File: src/rtl/swk_pkg.sv
package swk_pkg;
  localparam int unsigned DATA_W     = 64;
  localparam int unsigned WORD_SHIFT = 3;
  localparam int unsigned WORD_BYTES = 8;
  localparam int unsigned SEL_LO     = 12;
  localparam int unsigned SEL_W      = 4;
  localparam logic [31:0] OFS_WAKE_REQ = 32'h0000_083C;
  localparam logic [31:0] OFS_STATUS   = 32'h0000_082C;
  localparam int unsigned VAL_BIT   = DATA_W - 1;
  localparam int unsigned DONE_BIT_A = DATA_W - 2;
  localparam int unsigned DONE_BIT_B = DATA_W - 5;

  typedef enum logic [1:0] {
    ACC_MISS    = 2'd0,
    ACC_REQ_WR  = 2'd1,
    ACC_STAT_RD = 2'd2
  } acc_kind_e;
endpackage

File: src/rtl/swk_decode.sv
module swk_decode
  import swk_pkg::*;
#(
  parameter int unsigned ADDR_W    = 32,
  parameter int unsigned NUM_CORES = 4
) (
  input  logic [ADDR_W-1:0]    addr,
  input  logic                 write,
  input  logic [3:0]           size,
  output acc_kind_e            kind,
  output logic [NUM_CORES-1:0] sel
);
  localparam int unsigned OFS_W = ADDR_W - WORD_SHIFT;
  localparam int unsigned SEL_HI = SEL_LO + SEL_W - 1;

  logic [OFS_W-1:0] offset;
  logic [OFS_W-1:0] sel_mask;
  logic [OFS_W-1:0] masked;
  logic             aligned;
  logic             size_ok;

  assign offset  = addr[ADDR_W-1:WORD_SHIFT];
  assign aligned = (addr[WORD_SHIFT-1:0] == '0);
  assign size_ok = (size == 4'(WORD_BYTES));

  always_comb begin
    sel_mask = '0;
    sel_mask[SEL_HI:SEL_LO] = '1;
  end
  assign masked = offset & ~sel_mask;

  for (genvar i = 0; i < NUM_CORES; i++) begin : g_sel
    assign sel[i] = offset[SEL_HI - i];
  end

  always_comb begin
    kind = ACC_MISS;
    if (aligned && size_ok) begin
      if (write && masked == OFS_W'(OFS_WAKE_REQ))
        kind = ACC_REQ_WR;
      else if (!write && masked == OFS_W'(OFS_STATUS))
        kind = ACC_STAT_RD;
    end
  end

  initial begin
    assert (NUM_CORES >= 1 && NUM_CORES <= SEL_W)
      else $error("NUM_CORES out of range");
  end
endmodule

File: src/rtl/swk_flags.sv
module swk_flags
  import swk_pkg::*;
#(
  parameter int unsigned NUM_CORES = 4
) (
  input  logic                 clk,
  input  logic                 rst_n,
  input  logic                 wr_en,
  input  logic [NUM_CORES-1:0] sel,
  input  logic                 val,
  output logic [NUM_CORES-1:0] wake,
  output logic                 done
);
  for (genvar i = 0; i < NUM_CORES; i++) begin : g_core
    always_ff @(posedge clk) begin
      if (!rst_n)                wake[i] <= 1'b0;
      else if (wr_en && sel[i])  wake[i] <= val;
    end

    // an unselected core keeps its flag across a request write
    p_unsel_keep_r3: assert property (@(posedge clk) disable iff (!rst_n)
      (wr_en && !sel[i]) |=> $stable(wake[i]));
    // a selected core takes the written value
    p_sel_load_r3: assert property (@(posedge clk) disable iff (!rst_n)
      (wr_en && sel[i]) |=> (wake[i] == $past(val)));
  end

  always_ff @(posedge clk) begin
    if (!rst_n)     done <= 1'b0;
    else if (wr_en) done <= val;
  end

  // done follows every request write
  p_done_track_r4: assert property (@(posedge clk) disable iff (!rst_n)
    wr_en |=> (done == $past(val)));
  // no request write, no state change
  p_idle_hold_r6: assert property (@(posedge clk) disable iff (!rst_n)
    !wr_en |=> ($stable(wake) && $stable(done)));
endmodule

File: src/rtl/swk_resp.sv
module swk_resp
  import swk_pkg::*;
(
  input  logic              clk,
  input  logic              rst_n,
  input  logic              req_valid,
  input  logic              req_write,
  input  acc_kind_e         kind,
  input  logic              done,
  output logic              req_ready,
  output logic              accept,
  output logic              rsp_valid,
  input  logic              rsp_ready,
  output logic [DATA_W-1:0] rsp_rdata,
  output logic              rsp_unimp
);
  logic [DATA_W-1:0] rdata_d;
  logic              rsp_is_read;

  assign req_ready = !rsp_valid || rsp_ready;
  assign accept    = req_valid && req_ready;

  always_comb begin
    rdata_d = '0;
    if (kind == ACC_STAT_RD) begin
      rdata_d[DONE_BIT_A] = done;
      rdata_d[DONE_BIT_B] = done;
    end else if (kind == ACC_MISS && !req_write) begin
      rdata_d = '1;
    end
  end

  always_ff @(posedge clk) begin
    if (!rst_n) begin
      rsp_valid   <= 1'b0;
      rsp_rdata   <= '0;
      rsp_unimp   <= 1'b0;
      rsp_is_read <= 1'b0;
    end else if (accept) begin
      rsp_valid   <= 1'b1;
      rsp_rdata   <= rdata_d;
      rsp_unimp   <= (kind == ACC_MISS);
      rsp_is_read <= !req_write;
    end else if (rsp_ready) begin
      rsp_valid   <= 1'b0;
    end
  end

  // a response follows every accepted request
  p_rsp_follows_r8: assert property (@(posedge clk) disable iff (!rst_n)
    accept |=> rsp_valid);
  // a held response stays stable
  p_rsp_hold_r9: assert property (@(posedge clk) disable iff (!rst_n)
    (rsp_valid && !rsp_ready) |=>
      (rsp_valid && $stable(rsp_rdata) && $stable(rsp_unimp)));
  // unrecognised read returns all ones
  p_miss_ones_r6: assert property (@(posedge clk) disable iff (!rst_n)
    (rsp_valid && rsp_unimp && rsp_is_read) |-> (rsp_rdata == '1));
  // a recognised read carries only the two done bits
  p_stat_fmt_r5: assert property (@(posedge clk) disable iff (!rst_n)
    (rsp_valid && !rsp_unimp && rsp_is_read) |->
      (rsp_rdata[DONE_BIT_A] == rsp_rdata[DONE_BIT_B] &&
       $countones(rsp_rdata) <= 2));
endmodule

File: src/rtl/swk_quad_ctrl.sv
module swk_quad_ctrl
  import swk_pkg::*;
#(
  parameter int unsigned ADDR_W    = 32,
  parameter int unsigned NUM_CORES = 4
) (
  input  logic                 clk,
  input  logic                 rst_n,
  input  logic                 req_valid,
  output logic                 req_ready,
  input  logic                 req_write,
  input  logic [ADDR_W-1:0]    req_addr,
  input  logic [3:0]           req_size,
  input  logic [63:0]          req_wdata,
  output logic                 rsp_valid,
  input  logic                 rsp_ready,
  output logic [63:0]          rsp_rdata,
  output logic                 rsp_unimp,
  output logic [NUM_CORES-1:0] wake_o
);
  acc_kind_e            kind;
  logic [NUM_CORES-1:0] sel;
  logic                 accept;
  logic                 done;
  logic                 wr_en;

  swk_decode #(.ADDR_W(ADDR_W), .NUM_CORES(NUM_CORES)) u_decode (
    .addr (req_addr),
    .write(req_write),
    .size (req_size),
    .kind (kind),
    .sel  (sel)
  );

  assign wr_en = accept && (kind == ACC_REQ_WR);

  swk_flags #(.NUM_CORES(NUM_CORES)) u_flags (
    .clk  (clk),
    .rst_n(rst_n),
    .wr_en(wr_en),
    .sel  (sel),
    .val  (req_wdata[VAL_BIT]),
    .wake (wake_o),
    .done (done)
  );

  swk_resp u_resp (
    .clk      (clk),
    .rst_n    (rst_n),
    .req_valid(req_valid),
    .req_write(req_write),
    .kind     (kind),
    .done     (done),
    .req_ready(req_ready),
    .accept   (accept),
    .rsp_valid(rsp_valid),
    .rsp_ready(rsp_ready),
    .rsp_rdata(rsp_rdata),
    .rsp_unimp(rsp_unimp)
  );

  // no acceptance while a response is held
  p_no_accept_held_r9: assert property (@(posedge clk) disable iff (!rst_n)
    (rsp_valid && !rsp_ready) |-> !req_ready);
endmodule

File: config.mk
export PLATFORM = sky130hd
export DESIGN_NAME = swk_quad_ctrl
export DESIGN_NICKNAME = d
export VERILOG_FILES = /design/src/rtl/swk_pkg.sv /design/src/rtl/swk_decode.sv /design/src/rtl/swk_flags.sv /design/src/rtl/swk_resp.sv /design/src/rtl/swk_quad_ctrl.sv
export SDC_FILE = /design/constraint.sdc
export NUM_CORES = 1
export LEC_CHECK = 0
export ABC_AREA = 1
export CORE_AREA = 2 2 68 70
export DETAILED_ROUTE_END_ITERATION = 16
export DIE_AREA = 0 0 70 72
export DONT_BUFFER_PORTS = 1
export GPL_TIMING_DRIVEN = 0
export PLACE_DENSITY = 0.47
export SLEW_MARGIN = 15
export SYNTH_ARGS = -nofsm -noshare
export SYNTH_HDL_FRONTEND = slang
export SYNTH_SLANG_ARGS = --single-unit
File: constraint.sdc
create_clock -name clk -period 2 [get_ports clk]
set_input_delay 0.1 -clock clk [delete_from_list [all_inputs] [get_ports clk]]
set_output_delay 0.1 -clock clk [all_outputs]
set_load 0.05 [all_outputs]
== Word level (Yosys, flattened, before mapping) ==
Index checks and enable logic that the tools add are counted.

* Register bits after elaboration: 71
* Input port bits: 105
* Output and inout port bits: 71
* Logic and storage cells: 40

* Equal/unequal tests: 5
* Multiplexer cells: 11
* Reductions and logical operators: 16

{| class="wikitable"
|+ Operator list
! operator !! number
|-
| two-way mux 64 bit || 1
|-
| two-way mux 59 bit || 1
|-
| equality test 25 x 12 -> 1 bit, second input constant || 2
|-
| logical AND 1 bit || 10
|-
| two-way mux 2 bit || 4
|-
| two-way mux 1 bit || 5
|-
| equality test 4 bit, second input constant || 1
|-
| logical NOT 3 bit || 1
|-
| equality test 2 x 1 -> 1 bit, second input constant || 1
|-
| equality test 2 bit, second input constant || 1
|-
| logical NOT 1 bit || 2
|-
| logical NOT 2 bit || 1
|-
| nonzero test 2 bit || 1
|-
| logical OR 1 bit || 1
|}

== Depth between registers and ports, before layout ==
* Depth after elaboration: 9
* Depth in mapped cells: 10
* Depth with buffers taken out: 10

== Cells and area by module ==
A second synthesis with hierarchy kept.

* Cell total of the unflattened synthesis: 154
* Area total of the unflattened synthesis: 1042.2 um^2

{| class="wikitable"
|+ By module, submodules not included
! module !! instances !! cells each !! area an instance (um^2) !! seq. area each (um^2)
|-
| swk_resp || 1 || 87 || 658.1 || 80.1
|-
| swk_flags || 1 || 27 || 201.4 || 100.1
|-
| swk_decode || 1 || 38 || 172.7 || 0.0
|-
| swk_quad_ctrl || 1 || 2 || 10.0 || 0.0
|}

== Least setup slack after synthesis ==
No wires, ideal clock.

* Path kind: register to output
* Start point: register u_resp.rsp_rdata[61] (netlist name)
* End point: output rsp_rdata[10]
* Data arrival time: 1.998 ns
* Data required time: 1.900 ns
* Slack: -0.098 ns
* Stages on the path, launching flop included: 2
* Path buffers: 1
* Cell sequence: dfxtp_1 buf_4

{| class="wikitable"
|+ RTL lines
! element !! line !! text
|-
| end, declared || swk_quad_ctrl.sv:17 || <nowiki>output logic [63:0] rsp_rdata,</nowiki>
|}

== Final worst setup path ==
* Start point: register u_resp.rsp_valid
* End point: register u_flags.wake[0]

* Longest elaborated chain between the ends: 5

{| class="wikitable"
|+ Ends and longest elaborated chain
! element !! line !! text
|-
| start, declared || swk_resp.sv:12 || <nowiki>output logic rsp_valid,</nowiki>
|-
| start signal, assigned || swk_resp.sv:35 || <nowiki>rsp_valid <= 1'b0;</nowiki>
|-
| start signal, assigned || swk_resp.sv:40 || <nowiki>rsp_valid <= 1'b1;</nowiki>
|-
| start signal, assigned || swk_resp.sv:45 || <nowiki>rsp_valid <= 1'b0;</nowiki>
|-
| logical NOT 1 bit || swk_resp.sv:20 || <nowiki>assign req_ready = !rsp_valid || rsp_ready;</nowiki>
|-
| logical OR 1 bit || swk_resp.sv:20 ||
|-
| via req_ready || swk_quad_ctrl.sv:10 || <nowiki>output logic req_ready,</nowiki>
|-
| logical AND 1 bit || swk_resp.sv:21 || <nowiki>assign accept = req_valid && req_ready;</nowiki>
|-
| logical AND 1 bit || swk_quad_ctrl.sv:35 || <nowiki>assign wr_en = accept && (kind == ACC_REQ_WR);</nowiki>
|-
| logical AND 1 bit || swk_flags.sv:17 || <nowiki>else if (wr_en && sel[i]) wake[i] <= val;</nowiki>
|-
| end signal, assigned by index || swk_flags.sv:17 ||
|-
| end, declared || swk_flags.sv:11 || <nowiki>output logic [NUM_CORES-1:0] wake,</nowiki>
|}

The timed path passes the listed nets, and every way through them passes these cells.
A chain may end at the register's enable or synchronous reset.

==> results.json <==
{
  "status": "completed",
  "synthDistinctLibCells": 18,
  "worst_pin_slew_ps": 672,
  "path_max_fanout": 6,
  "max_slew_margin": 0.552,
  "antenna_found_initial": 0,
  "drv_slew": 0,
  "fp-row-count": 24,
  "layout_commonest_cell": "buf_4",
  "ant_nets": 0,
  "r2r_cells": 7,
  "r2r_end": "u_flags.wake[0]",
  "grt.overflow.total": 0,
  "seq_area_frac_synth": 0.157,
  "track_usage": 0.0823,
  "rsz0062_at_grt": "false",
  "antennaDiodeCount": 0,
  "tns_ps": 0,
  "switchingPower_mw": 0.529,
  "crit_path_frequent_cell": "nor2_1",
  "grt_pass1_wl_mm": 3.42,
  "internal_power_mw": 0.460,
  "start_util": 0.270,
  "hold_viol": 0,
  "totalWireLength_mm": 2.27,
  "yosysWarnings": 0,
  "cts_resized": 0,
  "place_ws_ps": 173,
  "endpoint": "u_flags.wake[0]",
  "hpwl_mm": 1.89,
  "crit_required_ps": 2130,
  "hold_path_class": "in2reg",
  "drt_first_pass_iters": 2,
  "crit_type": "reg2reg",
  "grt_pass1_vias": 816,
  "vias": 954,
  "max_freq_ghz": 0.553,
  "yosysTopAreaCell": "buf_4",
  "setup_viol": 0,
  "clkLatencyLatePin_ps": 230,
  "syn_area_um2": 1150,
  "drive_above_1_share": 0.415,
  "final_nets": 294,
  "end_kind": "register",
  "power_density_nw_per_um2": 776,
  "critPathLaunch": "u_resp.rsp_valid",
  "area.growth.synth_to_final_pct": 10.8,
  "io_pins": 176,
  "period_needed_ps": 1810,
  "ys_ff_latch": 9,
  "gp_congestion": 0.705,
  "reg2reg_slack_ps": 190,
  "power.leakage_nw": 0.658,
  "fill_cells": 474,
  "syn-instance-count": 183,
  "ctsHtreeMaxLevel": 1,
  "power.share.combinational": 0.549,
  "layout_common_cells": "62 x buf_4, 38 x nor2_1, 24 x nand2_1, 19 x inv_1, 8 x dfxtp_1",
  "clock-sinks": 9,
  "seqPwrFrac": 0.238,
  "r2r-start": "u_resp.rsp_valid",
  "die_y_um": 72,
  "cts_tree": "done",
  "cts_buffer_depth": 2,
  "cts_root_buffer": "clkbuf_8",
  "post-route-period-util": 0.905,
  "cp-start-kind": "register",
  "drc": 0,
  "switching_share": 0.535,
  "syn_avg_cell_area_um2": 6.29,
  "fin_ws_ps": 191,
  "cts_made_buffers": 3,
  "path_cells": "nand2_2, nand2_1, inv_1, nand4_4, nor2_1, nor2_1, nor2_1",
  "maxCapViolations": 0,
  "clk_pin_slew_ps": 40,
  "first_iter_violations": 3,
  "synth_area_leaders": "buf_4 40%, dfxtp_1 16%, nor2_1 12%",
  "synth_top_area_frac": 0.404,
  "core_area_um2": 4260,
  "slowest_delay_ps": 650,
  "skew_ps": 0.450,
  "crit_slowest_cell": "dfxtp_1",
  "routedWlPerCell_um": 9.44,
  "grt_max_degree": 64,
  "syn_nets": 288,
  "fp.dieW_um": 70,
  "arrival_ps": 1930,
  "dieArea_um2": 5040,
  "vdd_ir_drop_max_mv": 0.230,
  "via_per_inst": 3.98,
  "p_clk_frac": 0.213,
  "numPortBuffers": 0
}
-- critical path: cells and delay by family, from the launching register on --
family                 cells  cell delay (ps)
AND/OR/NAND/NOR            6              910
flip-flops                 1              650
buffers and inverters      1              140
-- routing by layer --
metal | wire, µm | up-vias | GRT usage
li1 | - | 502 | -
met4 | 15 | 0 | 0.0256
met2 | 1040 | 68 | 0.145
met5 | 0 | - | 0
met1 | 838 | 382 | 0.0888
met3 | 376 | 2 | 0.0375
-- synthesized netlist by cell type --
| master | number |
|---|---|
| inv_2 | 1 |
| nand3_1 | 4 |
| nand4_1 | 4 |
| dfxtp_1 | 9 |
| buf_4 | 62 |
| nor2_2 | 5 |
| nand2_2 | 3 |
| nand2_1 | 24 |
| a21oi_1 | 3 |
| clkinv_1 | 1 |
| nand4_4 | 1 |
| nand3b_1 | 1 |
| inv_1 | 19 |
| nor2_4 | 2 |
| o21ai_0 | 3 |
| nor3_1 | 2 |
| o21bai_1 | 1 |
| nor2_1 | 38 |
-- worst min-delay path by stage --
stage / start / endpoint / slack [ps] / depth (start not counted)
floorplan: rst_n / u_flags.wake[0] / 220 / 2
global placement: rst_n / u_flags.wake[3] / 230 / 2
detailed placement: rst_n / u_flags.wake[0] / 230 / 2
CTS: rst_n / u_flags.done / 1 / 2
global route: rst_n / u_flags.done / 2 / 2
finish: rst_n / u_flags.done / 7 / 2
-- power groups by stage --
| stage | sequential, mW | clock, mW | combinational, mW |
|---|---|---|---|
| finish | 0.235 | 0.211 | 0.543 |
| global route | 0.239 | 0.227 | 0.562 |
| CTS | 0.237 | 0.222 | 0.549 |
| detailed placement | 0.240 | 0 | 0.546 |
| global placement | 0.239 | 0 | 0.548 |
| floorplan | 0.233 | 0 | 0.529 |
-- layout make-up --
type | instances | area (µm²) | share of cell area
multi-input cells | 91 | 427 | 0.335
flip-flops and latches | 9 | 184 | 0.144
plain buffers | 62 | 465 | 0.365
clock buffers | 4 | 45.0 | 0.0353
well taps | 52 | 65.1 | 0.0510
repair buffers | 1 | 10.0 | 0.00785
inverters | 21 | 78.8 | 0.0618
-- sequential cells by signal, summed over array words and instances, names as in the netlist --
| register | cells |
|---|---|
| u_flags.wake | 4 |
| u_resp.rsp_unimp | 1 |
| u_resp.rsp_rdata | 2 |
| u_flags.done | 1 |
| u_resp.rsp_valid | 1 |
-- through the flow --
step                      hold WS [ps]  std cells   util  power [mW]  cell area [µm²]
after floorplan                    221        183      -       0.762             1150
after global placement             231        235  0.286       0.787             1220
after detailed placement           234        235  0.286       0.786             1220
after CTS                         1.02        240  0.298        1.01             1270
after global routing              2.06        240  0.299        1.03             1270
final                             6.52        240  0.299       0.989             1270
-- what timing repair did --
action	4_1_cts	5_1_grt
buffers inserted	0	0
endpoints found under the hold margin	5	0
hold buffers	1	0
-- logic make-up after synthesis --
logic type,count (synthesis),share of synthesized area
buf+inv,83,0.473
simple gates,84,0.338
flops,9,0.157
compound gates,7,0.0326
No activity file was read; power rests on OpenSTA's default activity.
